<file path="src/rtl/hsec_pkg.sv">
package hsec_pkg;

   localparam int MAX_DATA_W = 57;

   // Smallest k with 2^k - 1 >= m + k
   function automatic int chk_bits(input int m);
      int k;
      k = 1;
      while (((1 << k) - 1) < (m + k)) k++;
      return k;
   endfunction

   function automatic bit is_pow2(input int p);
      return (p > 0) && ((p & (p - 1)) == 0);
   endfunction

   // 1-based codeword position of data bit idx
   function automatic int data_pos(input int idx);
      int n;
      int p;
      n = 0;
      p = 0;
      for (int q = 1; q < 128; q++) begin
         if (!is_pow2(q) && (p == 0)) begin
            if (n == idx) p = q;
            n++;
         end
      end
      return p;
   endfunction

   // Data index held at a non-power-of-two position
   function automatic int data_idx(input int pos);
      int n;
      n = 0;
      for (int q = 1; q < pos; q++) begin
         if (!is_pow2(q)) n++;
      end
      return n;
   endfunction

   // Data bits covered by check bit k
   function automatic logic [63:0] cover_mask(input int k, input int dw);
      logic [63:0] m;
      m = '0;
      for (int i = 0; i < dw; i++) begin
         if (((data_pos(i) >> k) & 1) == 1) m[i] = 1'b1;
      end
      return m;
   endfunction

endpackage

</file>
<file path="src/rtl/hsec_parity.sv">
module hsec_parity #(
   parameter int DATA_W = 8,
   parameter int CHK_W  = 4
) (
   input  logic [DATA_W-1:0] data_i,
   output logic [CHK_W-1:0]  chk_o
);
   for (genvar k = 0; k < CHK_W; k++) begin : g_chk
      localparam logic [63:0] MASK = hsec_pkg::cover_mask(k, DATA_W);
      assign chk_o[k] = ^(data_i & MASK[DATA_W-1:0]);
   end
endmodule

</file>
<file path="src/rtl/hsec_encoder.sv">
module hsec_encoder #(
   parameter int DATA_W = 8,
   parameter int CHK_W  = 4,
   parameter int CW     = 12
) (
   input  logic [DATA_W-1:0] data_i,
   output logic [CW-1:0]     code_o
);
   logic [CHK_W-1:0] chk;

   hsec_parity #(.DATA_W(DATA_W), .CHK_W(CHK_W)) u_par (
      .data_i (data_i),
      .chk_o  (chk)
   );

   for (genvar p = 1; p <= CW; p++) begin : g_pos
      if (hsec_pkg::is_pow2(p)) begin : g_c
         assign code_o[p-1] = chk[$clog2(p)];
      end else begin : g_d
         localparam int DI = hsec_pkg::data_idx(p);
         assign code_o[p-1] = data_i[DI];
      end
   end
endmodule

</file>
<file path="src/rtl/hsec_syndrome.sv">
module hsec_syndrome #(
   parameter int DATA_W = 8,
   parameter int CHK_W  = 4,
   parameter int CW     = 12
) (
   input  logic [CW-1:0]     code_i,
   output logic [DATA_W-1:0] raw_o,
   output logic [CHK_W-1:0]  syn_o
);
   logic [CHK_W-1:0] stored;
   logic [CHK_W-1:0] recalc;

   for (genvar i = 0; i < DATA_W; i++) begin : g_raw
      localparam int DP = hsec_pkg::data_pos(i);
      assign raw_o[i] = code_i[DP-1];
   end

   for (genvar k = 0; k < CHK_W; k++) begin : g_st
      assign stored[k] = code_i[(1 << k) - 1];
   end

   hsec_parity #(.DATA_W(DATA_W), .CHK_W(CHK_W)) u_par (
      .data_i (raw_o),
      .chk_o  (recalc)
   );

   assign syn_o = stored ^ recalc;
endmodule

</file>
<file path="src/rtl/hsec_corrector.sv">
module hsec_corrector #(
   parameter int DATA_W = 8,
   parameter int CHK_W  = 4,
   parameter int CW     = 12
) (
   input  logic [CW-1:0]     code_i,
   input  logic [CHK_W-1:0]  syn_i,
   output logic [DATA_W-1:0] data_o,
   output logic              corr_o,
   output logic              uncorr_o
);
   logic [CW-1:0] flip;
   logic [CW-1:0] fixed;

   for (genvar p = 1; p <= CW; p++) begin : g_flip
      localparam logic [CHK_W-1:0] PV = CHK_W'(p);
      assign flip[p-1] = (syn_i == PV);
   end

   assign fixed = code_i ^ flip;

   for (genvar i = 0; i < DATA_W; i++) begin : g_out
      localparam int DP = hsec_pkg::data_pos(i);
      assign data_o[i] = fixed[DP-1];
   end

   assign corr_o   = |flip;
   assign uncorr_o = (|syn_i) & ~(|flip);
endmodule

</file>
<file path="src/rtl/hsec_pipe.sv">
module hsec_pipe #(
   parameter int W  = 8,
   parameter bit EN = 1'b1
) (
   input  logic         clk,
   input  logic         rst_n,
   input  logic [W-1:0] d_i,
   output logic [W-1:0] q_o
);
   if (EN) begin : g_reg
      always_ff @(posedge clk or negedge rst_n) begin
         if (!rst_n) q_o <= '0;
         else        q_o <= d_i;
      end
   end else begin : g_wire
      assign q_o = d_i;
   end
endmodule

</file>
<file path="src/rtl/hsec_codec.sv">
module hsec_codec #(
   parameter int DATA_W  = 8,
   parameter bit OUT_REG = 1'b1,
   localparam int CHK_W  = hsec_pkg::chk_bits(DATA_W),
   localparam int CW     = DATA_W + CHK_W
) (
   input  logic              clk,
   input  logic              rst_n,
   input  logic [DATA_W-1:0] enc_data_i,
   output logic [CW-1:0]     enc_code_o,
   input  logic [CW-1:0]     dec_code_i,
   output logic [DATA_W-1:0] dec_data_o,
   output logic              dec_corrected_o,
   output logic              dec_uncorr_o,
   output logic [CHK_W-1:0]  dec_syndrome_o
);
   localparam int DEC_W = DATA_W + 2 + CHK_W;

   if ((DATA_W < 1) || (DATA_W > hsec_pkg::MAX_DATA_W)) begin : g_bad_width
      $error("hsec_codec: DATA_W must lie in 1..%0d", hsec_pkg::MAX_DATA_W);
   end
   if (((1 << CHK_W) - 1) < CW) begin : g_bad_chk
      $error("hsec_codec: check width too small for codeword");
   end

   logic [CW-1:0]     enc_code_c;
   logic [DATA_W-1:0] raw_c;
   logic [CHK_W-1:0]  syn_c;
   logic [DATA_W-1:0] data_c;
   logic              corr_c;
   logic              uncorr_c;
   logic [DEC_W-1:0]  dec_q;

   hsec_encoder #(.DATA_W(DATA_W), .CHK_W(CHK_W), .CW(CW)) u_enc (
      .data_i (enc_data_i),
      .code_o (enc_code_c)
   );

   hsec_syndrome #(.DATA_W(DATA_W), .CHK_W(CHK_W), .CW(CW)) u_syn (
      .code_i (dec_code_i),
      .raw_o  (raw_c),
      .syn_o  (syn_c)
   );

   hsec_corrector #(.DATA_W(DATA_W), .CHK_W(CHK_W), .CW(CW)) u_cor (
      .code_i   (dec_code_i),
      .syn_i    (syn_c),
      .data_o   (data_c),
      .corr_o   (corr_c),
      .uncorr_o (uncorr_c)
   );

   // Raw data equals corrected data whenever the syndrome points at a
   // check position or outside the word; the corrector output covers both.
   logic unused_raw;
   assign unused_raw = ^raw_c;

   hsec_pipe #(.W(CW), .EN(OUT_REG)) u_enc_q (
      .clk   (clk),
      .rst_n (rst_n),
      .d_i   (enc_code_c),
      .q_o   (enc_code_o)
   );

   hsec_pipe #(.W(DEC_W), .EN(OUT_REG)) u_dec_q (
      .clk   (clk),
      .rst_n (rst_n),
      .d_i   ({data_c, corr_c, uncorr_c, syn_c}),
      .q_o   (dec_q)
   );

   assign {dec_data_o, dec_corrected_o, dec_uncorr_o, dec_syndrome_o} = dec_q;
endmodule

</file>
<file path="config.mk">
export PLATFORM = sky130hd
export DESIGN_NAME = hsec_codec
export DESIGN_NICKNAME = d
export VERILOG_FILES = /design/src/rtl/hsec_pkg.sv /design/src/rtl/hsec_parity.sv /design/src/rtl/hsec_encoder.sv /design/src/rtl/hsec_syndrome.sv /design/src/rtl/hsec_corrector.sv /design/src/rtl/hsec_pipe.sv /design/src/rtl/hsec_codec.sv
export SDC_FILE = /design/constraint.sdc
export NUM_CORES = 1
export LEC_CHECK = 0
export BUFFER_PORTS_ARGS = -buffer_cell sky130_fd_sc_hd__buf_2
export CAP_MARGIN = 25
export CORE_MARGIN = 1
export CORE_UTILIZATION = 51
export DETAILED_ROUTE_END_ITERATION = 10
export GPL_ROUTABILITY_DRIVEN = 1
export GPL_TIMING_DRIVEN = 0
export PLACE_DENSITY = 0.83
export SLEW_MARGIN = 20
export SYNTH_ARGS = -nofsm -noshare
export SYNTH_HDL_FRONTEND = slang
export SYNTH_HIERARCHICAL = 1
export SYNTH_SLANG_ARGS = --single-unit
</file>
<file path="constraint.sdc">
create_clock -name clk -period 0.8 [get_ports clk]
set_input_delay 0.04 -clock clk [delete_from_list [all_inputs] [get_ports clk]]
set_output_delay 0.04 -clock clk [all_outputs]
set_load 0.05 [all_outputs]
</file>
---- Word-level counts from Yosys, hierarchy flattened ----
Index checks and enable logic that the tools add are counted.
cells by class
  equality and inequality tests ........... 12
  bitwise operators ....................... 4
  reductions and logical operators ........ 10
operators by type and width
  kind                                                                   number
  8-bit XOR reduction                                                    8
  4-bit equality test, second input constant                             5
  4-bit by 3-bit equality test with 1-bit output, second input constant  4
  12-bit OR reduction                                                    1
  12-bit bitwise XOR                                                     1
  4-bit by 2-bit equality test with 1-bit output, second input constant  2
  4-bit by 1-bit equality test with 1-bit output, second input constant  1
  4-bit OR reduction                                                     1
  4-bit bitwise XOR                                                      1
  1-bit AND                                                              1
  1-bit NOT                                                              1
storage, ports and cells
  bits in registers ....................... 26
  bits of input ports ..................... 22
  output and inout port bits .............. 26

---- Logic depth before layout (Yosys ltp) ----
Gate-level depths: netlist of run 1.
  depth after elaboration ................. 6
  gate-level depth with buffers ........... 6

---- Modules after synthesis ----
Netlist of run 1, hierarchy kept.
modules (own cells, without submodules)
  module               instances  cells each  area each (um2)  sequential area each (um2)
  hsec_pipe (u_dec_q)  1          14          350.3            350.3
  hsec_pipe (u_enc_q)  1          12          300.3            300.3
  hsec_parity          2          10          115.1            0.0
  hsec_corrector       1          21          205.2            0.0
  hsec_syndrome        1          12          95.1             0.0
  hsec_encoder         1          8           60.1             0.0

---- Least setup slack after synthesis of run 1 ----
OpenSTA, ideal clock, no wires.
  path type ............................... in2reg
  start ................................... input dec_code_i[8]
  end ..................................... register u_dec_q.q_o[13]
  setup time .............................. 0.123 ns
  arrival time ............................ 1.258 ns
  required time ........................... 0.677 ns
  path slack .............................. -0.581 ns
  cell stages on the path ................. 6
  path buffers ............................ 1
  cell sequence ........................... xnor3_1 -> xor2_1 -> xor2_1 -> buf_6 -> and4bb_1 -> xor2_1
on the way
  longest elaborated chain between the ends .. 4
  elaborated cells on any way between the ends .. 5
ends and longest elaborated chain
  element               line                  text
  start, declared       hsec_codec.sv:11      input logic [CW-1:0] dec_code_i,
  8-bit XOR reduction   hsec_parity.sv:10     assign chk_o[k] = ^(data_i & MASK[DATA_W-1:0]);
  via u_syn.recalc[0]   hsec_syndrome.sv:11   logic [CHK_W-1:0] recalc;
  4-bit bitwise XOR     hsec_syndrome.sv:27   assign syn_o = stored ^ recalc;
  via syn_c[0]          hsec_codec.sv:28      logic [CHK_W-1:0] syn_c;
  4-bit equality test   hsec_corrector.sv:17  assign flip[p-1] = (syn_i == PV);
  12-bit bitwise XOR    hsec_corrector.sv:20  assign fixed = code_i ^ flip;
  via data_c[7]         hsec_codec.sv:29      logic [DATA_W-1:0] data_c;
  end signal, assigned  hsec_pipe.sv:13       else q_o <= d_i;
  end, declared         hsec_pipe.sv:8        output logic [W-1:0] q_o
The timed path passes the listed nets, and every way through them passes these cells.

---- Final worst setup path of run 1 ----
  start ................................... input dec_code_i[8]
  end ..................................... register u_dec_q.q_o[10]
The elaborated chain is that of the path after synthesis.

==> metrics.yaml, run 1 <==
crit_slowest_cell: "sky130_fd_sc_hd__xnor3_1"
antennaDiodeCount: 0
die-area_um2: 2510
max_freq_mhz: 689
clock_sink_count: 26
htreeDepth: 1
final_gp_congestion: 0.717
finalNetCount: 178
timing.hold.worst.start: "dec_code_i[0]"
netSwitchingPower_w: 0.00202
outcome: "finished, violations left"
number_of_vias_per_cell: 4.98
finalSetupViolCount: 38
cp-start-kind: "input port"
fill_cells: 77
synthesis.nets: 101
report.final.hold_viol_count: 1
cell_chosen_for_the_clock_root: "sky130_fd_sc_hd__clkbuf_4"
cap_viol_max_count: 0
pin_count_of_the_biggest_net_entering_global_routing: 27
initialDrtViolationCount: 18
grt_antenna_before_repair: 0
whs_ns: -0.0316
path_depth: 7
power.share.clock_pct: 13.2
tritoncts_clock_tree: "yes"
endpoint_kind: "flop"
power_w: 0.00492
drt-pass1-iter-count: 4
post-dp-hpwl_um: 1400
p_leak_nw: 0.989
post_synth_instance_area_um2: 1180
die_h_um: 50.1
internal_power_w: 0.00290
grt_pass1_vias: 897
pin_count: 48
postRouteWirelength_um: 3350
route.detailed.drc: 0
setup_slack_of_the_critical_path_after_layout_ns: -0.651
wl_per_cell_um: 18.3
worst-path-max-fanout: 5
layout.core_utilization_pct: 92.3
power.share.sequential_pct: 34.0
tightestPinTransition_ns: 0.550
global_route.overflow_total: 0
yosysWarningCount: 6
drive_above_1_share_pct: 50.3
finalCriticalPeriod_ns: 1.45
sw_frac_of_total_pct: 41.0
cts_inserted_buffers: 3
number_of_buffer_and_inverter_stages_on_the_critical_path: 2
min_delay_worst_endpoint: "u_dec_q/q_o[0]$_DFF_PN0_"
bufs_on_longest_clock_path: 2
worst_ep_required_time_ns: 1.03
place.port_buffers: 47
final_cell_mix: "sky130_fd_sc_hd__buf_6 (30), sky130_fd_sc_hd__dfrtp_1 (26), sky130_fd_sc_hd__dlygate4sd3_1 (17), sky130_fd_sc_hd__buf_2 (17), sky130_fd_sc_hd__buf_4 (14)"
number_of_cells_produced_by_synthesis: 79
clkSlewWorstSetupHoldPaths_ns: 0.13
cp_common_cell: "sky130_fd_sc_hd__xor2_1"
p_per_area_nw_per_um2: 2430
peakVddDrop_mv: 2.10
crit_path_cell_trace: "buf_8, xnor3_1, xor2_1, xor2_1, buf_6, and4bb_1, xor2_1"
slew-limit-headroom_pct: 63.3
timing_worst_setup_path_type: "in2reg"
critical-path-max-stage-delay_ns: 0.38
grt_setup_unrepaired: "yes"
hold-path-cell-count: 2
grt_pass1_wl_um: 4080
syn_to_final_growth_pct: 71.2
num_rows: 17
placeableCoreArea_um2: 2190
ant_nets: 0
avgSynthCellArea_um2: 15.0
path_delay_family: "XOR/XNOR gates"
share_comb_of_total_power_pct: 52.8
timing_max_transition_violations_final: 0
most_common_cell_after_layout_fill_and_taps_aside: "sky130_fd_sc_hd__buf_6"
fp.dieW_um: 50.1
class_of_the_worst_hold_path: "in2reg"
failed_checks: "negative hold slack, negative setup slack"
route.vias.total: 911
period_share_pct: 181
grt_use_total_pct: 22.9
initial_core_util_pct: 53.9
cp.arrival_ns: 1.68
[flip-flops by register name, indices dropped and copies added (netlist names)]
signal	flops
u_enc_q/q_o	12
u_dec_q/q_o	14
[how the worst max path moves through the flow]
stage              startpoint                         to  slack [ns]
3_3_place_gp   dec_code_i[10]  u_dec_q/q_o[13]$_DFF_PN0_       -0.85
2_1_floorplan  dec_code_i[10]  u_dec_q/q_o[13]$_DFF_PN0_       -0.58
6_report        dec_code_i[8]  u_dec_q/q_o[10]$_DFF_PN0_       -0.65
5_1_grt         dec_code_i[8]  u_dec_q/q_o[10]$_DFF_PN0_       -0.69
4_1_cts         dec_code_i[8]  u_dec_q/q_o[11]$_DFF_PN0_       -0.52
3_5_place_dp   dec_code_i[10]   u_dec_q/q_o[7]$_DFF_PN0_       -0.86
[metal layers]
layer | share of wire (%) | up-vias | GRT usage (%)
met5 | 0 | - | 0
met4 | 2.2 | 0 | 10.0
met3 | 3.7 | 8 | 4.32
met2 | 55 | 50 | 43.6
met1 | 39 | 448 | 23.6
li1 | - | 405 | -
[through the flow]
stage / instance area [um^2] / setup TNS, ns / cells / hold WS, ns / setup WS (ns)
after floorplan: 1230 / -5.43 / 79 / -0.256 / -0.581
after global placement: 1500 / -8.97 / 154 / 0.0464 / -0.849
after detailed placement: 1500 / -9.09 / 154 / 0.0613 / -0.855
after CTS: 1940 / -7.11 / 180 / -0.0491 / -0.522
after global routing: 2020 / -10.13 / 183 / -0.0276 / -0.693
final: 2020 / -8.77 / 183 / -0.0316 / -0.651
[power by group through the flow]
stage	combinational, W	sequential (W)	clock, W
after global placement	0.00187	0.00161	0
after floorplan	0.000589	0.00248	0
after detailed placement	0.00189	0.00162	0
after CTS	0.00237	0.00165	0.000633
final	0.00260	0.00167	0.000649
after global routing	0.00267	0.00169	0.000696
[repair_timing]
item,in CTS,in global routing
hold buffers,16,1
pin swaps,13,11
setup buffers,4,1
gates resized for setup,63,8
endpoints found under the setup margin,36,40
endpoints found under the hold margin,42,2
cloned,2,1
[cell type report]
type,instances,area (um^2),area share [%]
Buffer,10,82.6,4.08
Clock buffer,4,36.3,1.79
Multi-Input combinational cell,44,557,27.5
Sequential cell,26,651,32.2
Tap cell,28,35.0,1.73
Timing Repair Buffer,71,661,32.7
Note: power is estimated with default switching activity, not from simulation.
==> run 2, diff against run 1 <==
SKIP_CTS_REPAIR_TIMING = 1   (was not set)
==> metrics.yaml, run 2 (synthesis results as in run 1) <==
outcome: "finished, violations left"
failed_checks: "negative hold slack, negative setup slack"
postRouteWirelength_um: 2490  # -26%
worst_ep_required_time_ns: 1.03  # about the same
clock_sink_count: 26  # unchanged
critPathLaunch: "dec_code_i[6]"
grt_antenna_before_repair: 0  # unchanged
pin_count_of_the_biggest_net_entering_global_routing: 27  # unchanged
final_cell_mix: "sky130_fd_sc_hd__buf_6 (29), sky130_fd_sc_hd__dfrtp_1 (26), sky130_fd_sc_hd__buf_2 (18)"
timing_worst_setup_path_type: "in2reg"
place.port_buffers: 47  # unchanged
final_cells: 177  # -3.3%
crit_slowest_cell: "sky130_fd_sc_hd__xnor3_1"
die_h_um: 50.1  # unchanged
crit_path_cell_trace: "buf_4, xnor3_1, xnor2_2, xor2_2, buf_6, and4bb_1, xor2_1"
route.detailed.drc: 0  # unchanged
netSwitchingPower_w: 0.00187  # -7.4%
slew-limit-headroom_pct: 63.3  # about the same
clkSlewWorstSetupHoldPaths_ns: 0.14  # about the same
tritoncts_clock_tree: "yes"
multiInputGateArea_um2: 519  # -6.7%
ant_nets: 0  # unchanged
postLayoutCellArea_um2: 1930  # -4.8%
peakVddDrop_mv: 1.94  # -7.4%
power.share.clock_pct: 14.1  # +0.9 points
num_rows: 17  # unchanged
power.share.sequential_pct: 35.5  # +1.5 points
bufs_on_longest_clock_path: 2  # unchanged
grt_pass1_wl_um: 3010  # -26%
largest_register: "u_dec_q/q_o"
inst_count_dp: 154  # unchanged
syn_to_final_growth_pct: 63.0
dpl_cell_area_um2: 1500  # unchanged
finalCriticalPeriod_ns: 1.24  # -0.209 ns
number_of_vias_per_cell: 4.68  # -5.9%
tightestPinTransition_ns: 0.550  # -0.000689 ns
cts_inserted_buffers: 3  # unchanged
path_depth: 7  # unchanged
final_gp_congestion: 0.717  # unchanged
placeableCoreArea_um2: 2190  # unchanged
cp-start-kind: "input port"
report.final.hold_viol_count: 2  # +1
internal_power_w: 0.00279  # -3.9%
finalNetCount: 172  # -3.4%
power_w: 0.00466  # -5.3%
whs_ns: -0.0875  # -0.0559 ns
endpoint_kind: "flop"
fill_cells: 104  # +35%
cap_viol_max_count: 0  # unchanged
initial_core_util_pct: 53.9  # unchanged
most_common_cell_after_layout_fill_and_taps_aside: "sky130_fd_sc_hd__buf_6"
period_share_pct: 155  # -26 points
grt_setup_unrepaired: "yes"
worst-path-max-fanout: 10  # +5
sw_frac_of_total_pct: 40.1  # -0.90 points
route.vias.total: 829  # -9.0%
seqCellArea_um2: 651  # unchanged
max_freq_mhz: 805  # +17%
fp.dieW_um: 50.1  # unchanged
layout.core_utilization_pct: 87.9  # -4.4 points
die-area_um2: 2510  # unchanged
critical-path-max-stage-delay_ns: 0.37  # about the same
pin_count: 48  # unchanged
class_of_the_worst_hold_path: "in2reg"
worst_slack_at_placement_ns: -0.855  # unchanged
path_delay_family: "XOR/XNOR gates"
timing_max_transition_violations_final: 0  # unchanged
htreeDepth: 1  # unchanged
setup_slack_of_the_critical_path_after_layout_ns: -0.442  # +0.209 ns
p_leak_nw: 0.948  # -4.1%
global_route.overflow_total: 0  # unchanged
drt-pass1-iter-count: 4  # unchanged
reg.largest.list: "u_dec_q/q_o (14), u_enc_q/q_o (12)"
p_per_area_nw_per_um2: 2420  # -0.59%
antennaDiodeCount: 0  # unchanged
post-dp-hpwl_um: 1400  # unchanged
grt_use_total_pct: 16.2  # -6.7 points
grt_pass1_vias: 679  # -24%
cell_chosen_for_the_clock_root: "sky130_fd_sc_hd__clkbuf_4"
drive_above_1_share_pct: 48.3  # -2.0 points
initialDrtViolationCount: 6  # -12
number_of_buffer_and_inverter_stages_on_the_critical_path: 2  # unchanged
critPathCapture: "u_dec_q/q_o[7]$_DFF_PN0_"
finalSetupViolCount: 36  # -5.3%
max_ffs_per_register: 14  # unchanged
share_comb_of_total_power_pct: 50.4  # -2.4 points
wl_per_cell_um: 14.0  # -23%
cp.arrival_ns: 1.47  # -0.21 ns
-- run 2: cell types whose count changed in the layout (fill, tap and decap cells not counted) --
cell,before,now
sky130_fd_sc_hd__xnor2_2,3,4
sky130_fd_sc_hd__nor4_2,1,0
sky130_fd_sc_hd__buf_8,3,1
sky130_fd_sc_hd__nor4_1,0,1
sky130_fd_sc_hd__xor2_4,2,1
sky130_fd_sc_hd__xnor2_4,1,0
sky130_fd_sc_hd__buf_2,17,18
sky130_fd_sc_hd__xor2_1,13,12
sky130_fd_sc_hd__buf_4,14,11
sky130_fd_sc_hd__buf_6,30,29
sky130_fd_sc_hd__xor2_2,2,3
-- run 2: metal layers --
| metal | wire, um | GRT usage (%) | vias to the layer above | part of all wire, % |
|---|---|---|---|---|
| met5 | 0 | 0 | - | 0 |
| met4 | 36 | 5.71 | 0 | 1.4 |
| met3 | 133 | 2.47 | 4 | 5.3 |
| met2 | 1340 | 28.4 | 38 | 54 |
| met1 | 978 | 19.9 | 397 | 39 |
| li1 | - | - | 390 | - |
-- run 2: stage by stage --
stage	TNS, ns	hold WS (ns)
floorplan	-5.43	-0.256
global placement	-8.97	0.0464
detailed placement	-9.09	0.0613
CTS	-8.32	-0.280
global route	-8.35	-0.107
finish	-6.53	-0.0875
-- run 2: power groups by stage --
stage / sequential [W] / clock, W / combinational (W)
after detailed placement: 0.00162 / 0 / 0.00189
after floorplan: 0.00248 / 0 / 0.000589
after CTS: 0.00159 / 0.000633 / 0.00189
final: 0.00165 / 0.000659 / 0.00235
after global routing: 0.00167 / 0.000730 / 0.00246
after global placement: 0.00161 / 0 / 0.00187
-- run 2: how the worst min path moves through the flow --
stage	slack (ns)	endpoint	startpoint	depth (start not counted)
after CTS	-0.28	u_enc_q/q_o[8]$_DFF_PN0_	rst_n	1
after global routing	-0.11	u_dec_q/q_o[0]$_DFF_PN0_	dec_code_i[0]	2
final	-0.09	u_dec_q/q_o[0]$_DFF_PN0_	dec_code_i[0]	2
after floorplan	-0.26	u_dec_q/q_o[0]$_DFF_PN0_	rst_n	0
after detailed placement	0.06	u_enc_q/q_o[8]$_DFF_PN0_	rst_n	1
after global placement	0.05	u_enc_q/q_o[9]$_DFF_PN0_	rst_n	1
-- run 2: final cells by class --
type / count / area share, %
Timing Repair Buffer: 66 / 31.3
Buffer: 10 / 4.29
Sequential cell: 26 / 33.8
Clock buffer: 4 / 1.88
Multi-Input combinational cell: 43 / 27.0
Tap cell: 28 / 1.82
